<file path="config.mk">
export PLATFORM = sky130hd
export DESIGN_NAME = byte_descrambler
export DESIGN_NICKNAME = d
export VERILOG_FILES = /design/src/rtl/bdscr_pkg.sv /design/src/rtl/bdscr_keygen.sv /design/src/rtl/bdscr_ctrl.sv /design/src/rtl/bdscr_outreg.sv /design/src/rtl/byte_descrambler.sv
export SDC_FILE = /design/constraint.sdc
export NUM_CORES = 1
export LEC_CHECK = 0
export ABC_AREA = 1
export BUFFER_PORTS_ARGS = -buffer_cell sky130_fd_sc_hd__buf_2
export CAP_MARGIN = 20
export CORE_AREA = 2 2 56 58
export CTS_BUF_LIST = sky130_fd_sc_hd__clkbuf_8
export CTS_CLUSTER_SIZE = 10
export DETAILED_ROUTE_END_ITERATION = 6
export DIE_AREA = 0 0 58 60
export GPL_TIMING_DRIVEN = 1
export PLACE_DENSITY = 0.77
export SYNTH_ARGS = -nofsm -noshare
export SYNTH_HDL_FRONTEND = slang
export SYNTH_HIERARCHICAL = 1
export SYNTH_SLANG_ARGS = --single-unit
</file>
<file path="constraint.sdc">
create_clock -name clk -period 2 [get_ports clk]
set_input_delay 0.1 -clock clk [delete_from_list [all_inputs] [get_ports clk]]
set_output_delay 0.1 -clock clk [all_outputs]
set_load 0.05 [all_outputs]
</file>
<file path="src/rtl/bdscr_pkg.sv">
package bdscr_pkg;
    typedef enum logic [1:0] {
        ST_HUNT = 2'd0,
        ST_OVH  = 2'd1,
        ST_SEED = 2'd2,
        ST_RUN  = 2'd3
    } dscr_state_e;
endpackage

</file>
<file path="src/rtl/bdscr_keygen.sv">
// Sequence generator: produces BYTE_W successive steps per advance, first step on the MSB.
module bdscr_keygen #(
    parameter int BYTE_W   = 8,
    parameter int SEQ_LEN  = 7,
    parameter int SEQ_TAP  = 6
) (
    input  logic              clk,
    input  logic              rst_n,
    input  logic              load,
    input  logic              adv,
    output logic [BYTE_W-1:0] key
);
    localparam logic [SEQ_LEN-1:0] ALL_ONES = {SEQ_LEN{1'b1}};

    logic [SEQ_LEN-1:0]            seq_q;
    logic [BYTE_W:0][SEQ_LEN-1:0]  chain;

    // Loading happens at the first bit of the current byte, so the byte sees the fresh seed.
    assign chain[0] = load ? ALL_ONES : seq_q;

    for (genvar g = 0; g < BYTE_W; g++) begin : g_step
        assign key[BYTE_W-1-g] = chain[g][SEQ_LEN-1];
        assign chain[g+1]      = {chain[g][SEQ_LEN-2:0],
                                  chain[g][SEQ_LEN-1] ^ chain[g][SEQ_TAP-1]};
    end

    always_ff @(posedge clk) begin
        if (!rst_n) begin
            seq_q <= ALL_ONES;
        end else if (load || adv) begin
            seq_q <= chain[BYTE_W];
        end
    end

    // the register moves only when a byte consumes the keystream
    assert_seq_frozen_R6: assert property (@(posedge clk) disable iff (!rst_n)
        (!load && !adv) |=> $stable(seq_q));

    // a maximal-length register never falls into the all-zero lock-up state
    assert_seq_nonzero_R5: assert property (@(posedge clk) disable iff (!rst_n)
        seq_q != '0);
endmodule

</file>
<file path="src/rtl/bdscr_ctrl.sv">
// Frame-position control: tracks row-1 overhead and tells the generator when to seed and step.
module bdscr_ctrl
    import bdscr_pkg::*;
#(
    parameter int ROW1_BYTES = 144
) (
    input  logic clk,
    input  logic rst_n,
    input  logic in_valid,
    input  logic frm_start,
    output logic gen_load,
    output logic gen_adv,
    output logic xor_sel
);
    localparam int CNT_W = (ROW1_BYTES < 2) ? 1 : $clog2(ROW1_BYTES);
    localparam logic [CNT_W-1:0] LAST_IDX = CNT_W'(ROW1_BYTES - 1);
    localparam dscr_state_e AFTER_START = (ROW1_BYTES > 1) ? ST_OVH : ST_SEED;

    dscr_state_e      st_q, st_d;
    logic [CNT_W-1:0] cnt_q, cnt_d;

    // State register
    always_ff @(posedge clk) begin
        if (!rst_n) begin
            st_q  <= ST_HUNT;
            cnt_q <= '0;
        end else begin
            st_q  <= st_d;
            cnt_q <= cnt_d;
        end
    end

    // Transitions
    always_comb begin
        st_d  = st_q;
        cnt_d = cnt_q;
        if (in_valid) begin
            if (frm_start) begin
                st_d  = AFTER_START;
                cnt_d = (ROW1_BYTES > 1) ? CNT_W'(1) : '0;
            end else begin
                unique case (st_q)
                    ST_HUNT: st_d = ST_HUNT;
                    ST_OVH: begin
                        if (cnt_q == LAST_IDX) begin
                            st_d  = ST_SEED;
                            cnt_d = '0;
                        end else begin
                            cnt_d = cnt_q + CNT_W'(1);
                        end
                    end
                    ST_SEED: st_d = ST_RUN;
                    ST_RUN:  st_d = ST_RUN;
                endcase
            end
        end
    end

    // Outputs
    always_comb begin
        gen_load = 1'b0;
        gen_adv  = 1'b0;
        if (in_valid && !frm_start) begin
            unique case (st_q)
                ST_HUNT: ;
                ST_OVH:  ;
                ST_SEED: gen_load = 1'b1;
                ST_RUN:  gen_adv  = 1'b1;
            endcase
        end
        xor_sel = gen_load || gen_adv;
    end

    assert_cnt_range_R3: assert property (@(posedge clk) disable iff (!rst_n)
        cnt_q <= LAST_IDX);

    assert_restart_R8: assert property (@(posedge clk) disable iff (!rst_n)
        (in_valid && frm_start) |=> (st_q == AFTER_START));

    assert_idle_hold_R6: assert property (@(posedge clk) disable iff (!rst_n)
        !in_valid |=> ($stable(st_q) && $stable(cnt_q)));

    assert_seed_once_R4: assert property (@(posedge clk) disable iff (!rst_n)
        (st_q == ST_SEED && in_valid && !frm_start) |=> (st_q == ST_RUN));
endmodule

</file>
<file path="src/rtl/bdscr_outreg.sv">
// Single output register shared by the descramble and bypass paths.
module bdscr_outreg #(
    parameter int BYTE_W = 8
) (
    input  logic              clk,
    input  logic              rst_n,
    input  logic              in_valid,
    input  logic [BYTE_W-1:0] in_data,
    input  logic [BYTE_W-1:0] key,
    input  logic              xor_sel,
    input  logic              descr_en,
    output logic [BYTE_W-1:0] out_data,
    output logic              out_valid
);
    logic [BYTE_W-1:0] mask;

    assign mask = (xor_sel && descr_en) ? key : '0;

    always_ff @(posedge clk) begin
        if (!rst_n) begin
            out_data  <= '0;
            out_valid <= 1'b0;
        end else begin
            out_valid <= in_valid;
            if (in_valid) begin
                out_data <= in_data ^ mask;
            end
        end
    end

    assert_valid_rise_R1: assert property (@(posedge clk) disable iff (!rst_n)
        in_valid |=> out_valid);

    assert_valid_fall_R1: assert property (@(posedge clk) disable iff (!rst_n)
        !in_valid |=> !out_valid);

    assert_bypass_R7: assert property (@(posedge clk) disable iff (!rst_n)
        (in_valid && !descr_en) |=> (out_data == $past(in_data)));

    assert_ovh_clear_R3: assert property (@(posedge clk) disable iff (!rst_n)
        (in_valid && !xor_sel) |=> (out_data == $past(in_data)));

    assert_data_hold_R6: assert property (@(posedge clk) disable iff (!rst_n)
        !in_valid |=> $stable(out_data));
endmodule

</file>
<file path="src/rtl/byte_descrambler.sv">
module byte_descrambler #(
    parameter int BYTE_W     = 8,
    parameter int ROW1_BYTES = 144,
    parameter int SEQ_LEN    = 7,
    parameter int SEQ_TAP    = 6
) (
    input  logic              clk,
    input  logic              rst_n,
    input  logic [BYTE_W-1:0] in_data,
    input  logic              in_valid,
    input  logic              frm_start,
    input  logic              descr_en,
    output logic [BYTE_W-1:0] out_data,
    output logic              out_valid
);
    logic              gen_load;
    logic              gen_adv;
    logic              xor_sel;
    logic [BYTE_W-1:0] key;

    bdscr_ctrl #(.ROW1_BYTES(ROW1_BYTES)) u_ctrl (
        .clk       (clk),
        .rst_n     (rst_n),
        .in_valid  (in_valid),
        .frm_start (frm_start),
        .gen_load  (gen_load),
        .gen_adv   (gen_adv),
        .xor_sel   (xor_sel)
    );

    bdscr_keygen #(.BYTE_W(BYTE_W), .SEQ_LEN(SEQ_LEN), .SEQ_TAP(SEQ_TAP)) u_keygen (
        .clk   (clk),
        .rst_n (rst_n),
        .load  (gen_load),
        .adv   (gen_adv),
        .key   (key)
    );

    bdscr_outreg #(.BYTE_W(BYTE_W)) u_outreg (
        .clk       (clk),
        .rst_n     (rst_n),
        .in_valid  (in_valid),
        .in_data   (in_data),
        .key       (key),
        .xor_sel   (xor_sel),
        .descr_en  (descr_en),
        .out_data  (out_data),
        .out_valid (out_valid)
    );

    // with the standard eight-bit byte and 7-bit sequence, the seed byte sees 0xFE
    if (BYTE_W == 8 && SEQ_LEN == 7 && SEQ_TAP == 6) begin : g_seed_chk
        assert_seed_key_R4: assert property (@(posedge clk) disable iff (!rst_n)
            gen_load |-> (key == 8'hFE));
    end
endmodule

</file>
==> impl_results.md <==
- Post-Synthesis Cells: 243
- Syn_nets: 257
- Max H-tree Level: 1
- Setup TNS: 0 ns
- Vias in the first global route: 1188
- Synth top area share: 31.59%
- Type of the worst setup path: reg -> reg
- Antenna-violating nets left: 0
- Post-synth top cells: nand2_1, inv_1, nor2_1, dfxtp_1, nand3_1
- Yosys reg bits: 26
- FF-to-FF Start: u_ctrl/st_q[1]$_SDFFE_PN0P_
- Dpl cell area: 1674 µm²
- Drt pass-1 iters: 4
- Seq/Total Area, Yosys: 31.59%
- Mean Syn Cell Area: 6.781 µm²
- Largest net degree at the start of global routing: 23
- All-layer global routing usage: 19.06%
- CP endpoint kind: flop
- Min Tclk post-route: 1.596 ns
- Num ports: 22
- MaxCap Viol Count: 0
- Via Count: 1440
- Initial Utilization: 56.77%
- Netlist cell types: 26
- Cts-stage hold buffer count: 0
- N_diodes: 0
- Worst-skew pair later-pin latency: 0.27 ns
- Vias per inst: 4.983
- Cell accounting for the most synthesized area: dfxtp_1
- Peak VDD IR: 535.3 µV
- WHS Path Cells: 2
- Placer Congestion: 0.8003
- Final hold vios: 0
- Core Box Area: 2903 µm²
- CTS Buf Count: 3
- Drt first-iter violations: 77
- Routed WL: 3056 µm
- Worst hold start: rst_n
- Final Cycle Share: 79.78%
- FFs w/ async S/R, synth: 0%
- Min-Delay Endpoint: u_keygen/seq_q[2]$_SDFFE_PN1P_
- DRC: 0
- Number of synthesized flops with an enable pin: 0
- # setup viols final: 0
- Pwr per Cell Area: 668.1 nW/µm²
- Clock transition at the registers of the reported paths: 0.09 ns
- R2R Path End: u_keygen/seq_q[3]$_SDFFE_PN1P_
- CP arrival: 1.76 ns
- Port buffer count: 21
- Synth Cell Area: 1648 µm²
- Slew headroom: 77.82%
- CTS root buffer: clkbuf_8
- Area growth syn-to-layout: 5.922%
- Yosys Warn Count: 6
- Highest Clock Rate: 626.7 MHz
- Reg2reg setup slack: 0.40 ns
- Clock sinks: 26
- Most used DFF post-synth: dfxtp_1
- Hold Crit Class: in -> reg
- Post-CTS Setup Inserts: 0
- Final nets: 271
- WP data required: 2.16 ns
- CTS resizes: 0
- Die area: 3480 µm²
- Slew @ Worst Pin: 0.3301 ns
- Share of cells above drive strength 1: 21.09%
- CTS tree: built
- RSZ-0062 raised after global routing: false
- First-pass GRT wire length: 5175 µm
- Finished layout cell area: 1745 µm²
- CP max FO: 6
- R2r worst-path depth: 8
- Die X: 58 µm
- Hpwl dp: 2224 µm
- Top-count cell post-synth: nand2_1
- Clk_skew: 0.003141 ns
- Fillers: 282
- Die H: 60 µm
- Grt total ovfl: 0
- Row count: 20
- Routed wire length per instance: 10.57 µm
- Final slew viol count: 0
- CTS max path bufs: 2
- Outcome: complete, no violations
- LEAKAGE: 0.8295 nW
- Antenna violations before repair: 0
- Synth area leaders: dfxtp_1, nand2_1, inv_1
- CP startpoint kind: flop
==> how the worst max path moves through the flow <==
stage / to / depth (start not counted) / startpoint / slack (ns)
floorplan: u_outreg/out_data[0]$_SDFFE_PN0P_ / 11 / u_ctrl/st_q[1]$_SDFFE_PN0P_ / 0.59
global placement: u_outreg/out_data[0]$_SDFFE_PN0P_ / 10 / u_ctrl/st_q[1]$_SDFFE_PN0P_ / 0.50
detailed placement: u_outreg/out_data[0]$_SDFFE_PN0P_ / 12 / frm_start / 0.46
CTS: u_keygen/seq_q[3]$_SDFFE_PN1P_ / 8 / u_ctrl/st_q[1]$_SDFFE_PN0P_ / 0.44
global route: u_keygen/seq_q[3]$_SDFFE_PN1P_ / 8 / u_ctrl/st_q[1]$_SDFFE_PN0P_ / 0.25
finish: u_keygen/seq_q[3]$_SDFFE_PN1P_ / 8 / u_ctrl/st_q[1]$_SDFFE_PN0P_ / 0.40
==> flip-flops by register name, summed over array words and instances (netlist names) <==
register and cells:
u_ctrl/cnt_q 8, u_ctrl/st_q 2, u_outreg/out_valid 1, u_outreg/out_data 8, u_keygen/seq_q 7
==> cell usage in the layout, fill, tap and decap left out <==
| cell | Yosys | routed |
|---|---|---|
| nand3b_2 | 1 | 1 |
| buf_2 | 0 | 21 |
| nand2_2 | 2 | 2 |
| o21ai_0 | 1 | 1 |
| nand3_1 | 19 | 19 |
| xor2_1 | 2 | 2 |
| nand3_4 | 1 | 1 |
| o21ai_2 | 1 | 1 |
| nor3_2 | 1 | 2 |
| nand3_2 | 5 | 5 |
| nor2_1 | 30 | 30 |
| nand2_1 | 54 | 54 |
| ha_1 | 1 | 1 |
| inv_1 | 37 | 37 |
| clkbuf_8 | 0 | 3 |
| a21oi_1 | 12 | 12 |
| buf_4 | 9 | 3 |
| nor2_4 | 5 | 5 |
| nor2_2 | 4 | 4 |
| o21ai_1 | 8 | 8 |
| inv_2 | 4 | 4 |
| dfxtp_1 | 26 | 26 |
| nand2_4 | 1 | 1 |
| bufinv_16 | 0 | 1 |
| nor3_1 | 3 | 2 |
| nand4_1 | 10 | 10 |
==> cell type report <==
type	instances	area, µm²	share of cell area [%]
Timing Repair Buffer	24	127.6	7.312
Inverter	41	153.9	8.817
Tap cell	33	41.29	2.366
Clock buffer	3	41.29	2.366
Clock inverter	1	30.03	1.720
Sequential cell	26	520.5	29.82
Multi-Input combinational cell	161	830.8	47.60
==> per-stage QoR <==
step | utilization [%] | instances | hold WS [ns] | power [mW] | setup WS, ns
finish | 60.13 | 289 | 0.1103 | 1.166 | 0.4043
global route | 60.13 | 289 | 0.1194 | 1.230 | 0.2535
CTS | 60.13 | 289 | 0.1060 | 1.179 | 0.4442
detailed placement | 57.67 | 285 | 0.3973 | 0.7429 | 0.4608
global placement | 57.67 | 285 | 0.3939 | 0.7403 | 0.5011
floorplan | - | 243 | 0.1688 | 0.7073 | 0.5888
==> cells by family after synthesis <==
kind of cell               after synthesis  share of synthesized area, %
AOI/OAI and AO/OA                       22                         6.910
buffers and inverters                   56                         18.30
xor gates and xnor gates                 2                         1.063
adders and majority gates                1                        0.7592
and+or+nand+nor                        136                         41.38
DFF                                     26                         31.59
==> metal layers <==
metal  global-route usage, %  vias to the layer above  wire length, µm
li1                        -                      781                -
met1                   26.94                      632             1562
met2                   29.38                       25             1369
met3                   2.597                        2              104
met4                   7.309                        0               19
met5                       0                        -                0
==> critical path, stage by stage (launching register included) <==
cell and delay [ns]:
dfxtp_1 0.35, inv_2 0.07, nor3_2 0.31, buf_4 0.26, nor2_2 0.07, a21oi_1 0.18, o21ai_1 0.10, o21ai_1 0.09
nand2_1 0.06
==> where the power goes <==
group          switching, mW  internal (mW)
Sequential            0.0138          0.538
Clock                  0.167          0.268
Combinational          0.127         0.0527
Total                  0.308          0.858
Power figures use the tool's default switching activity.
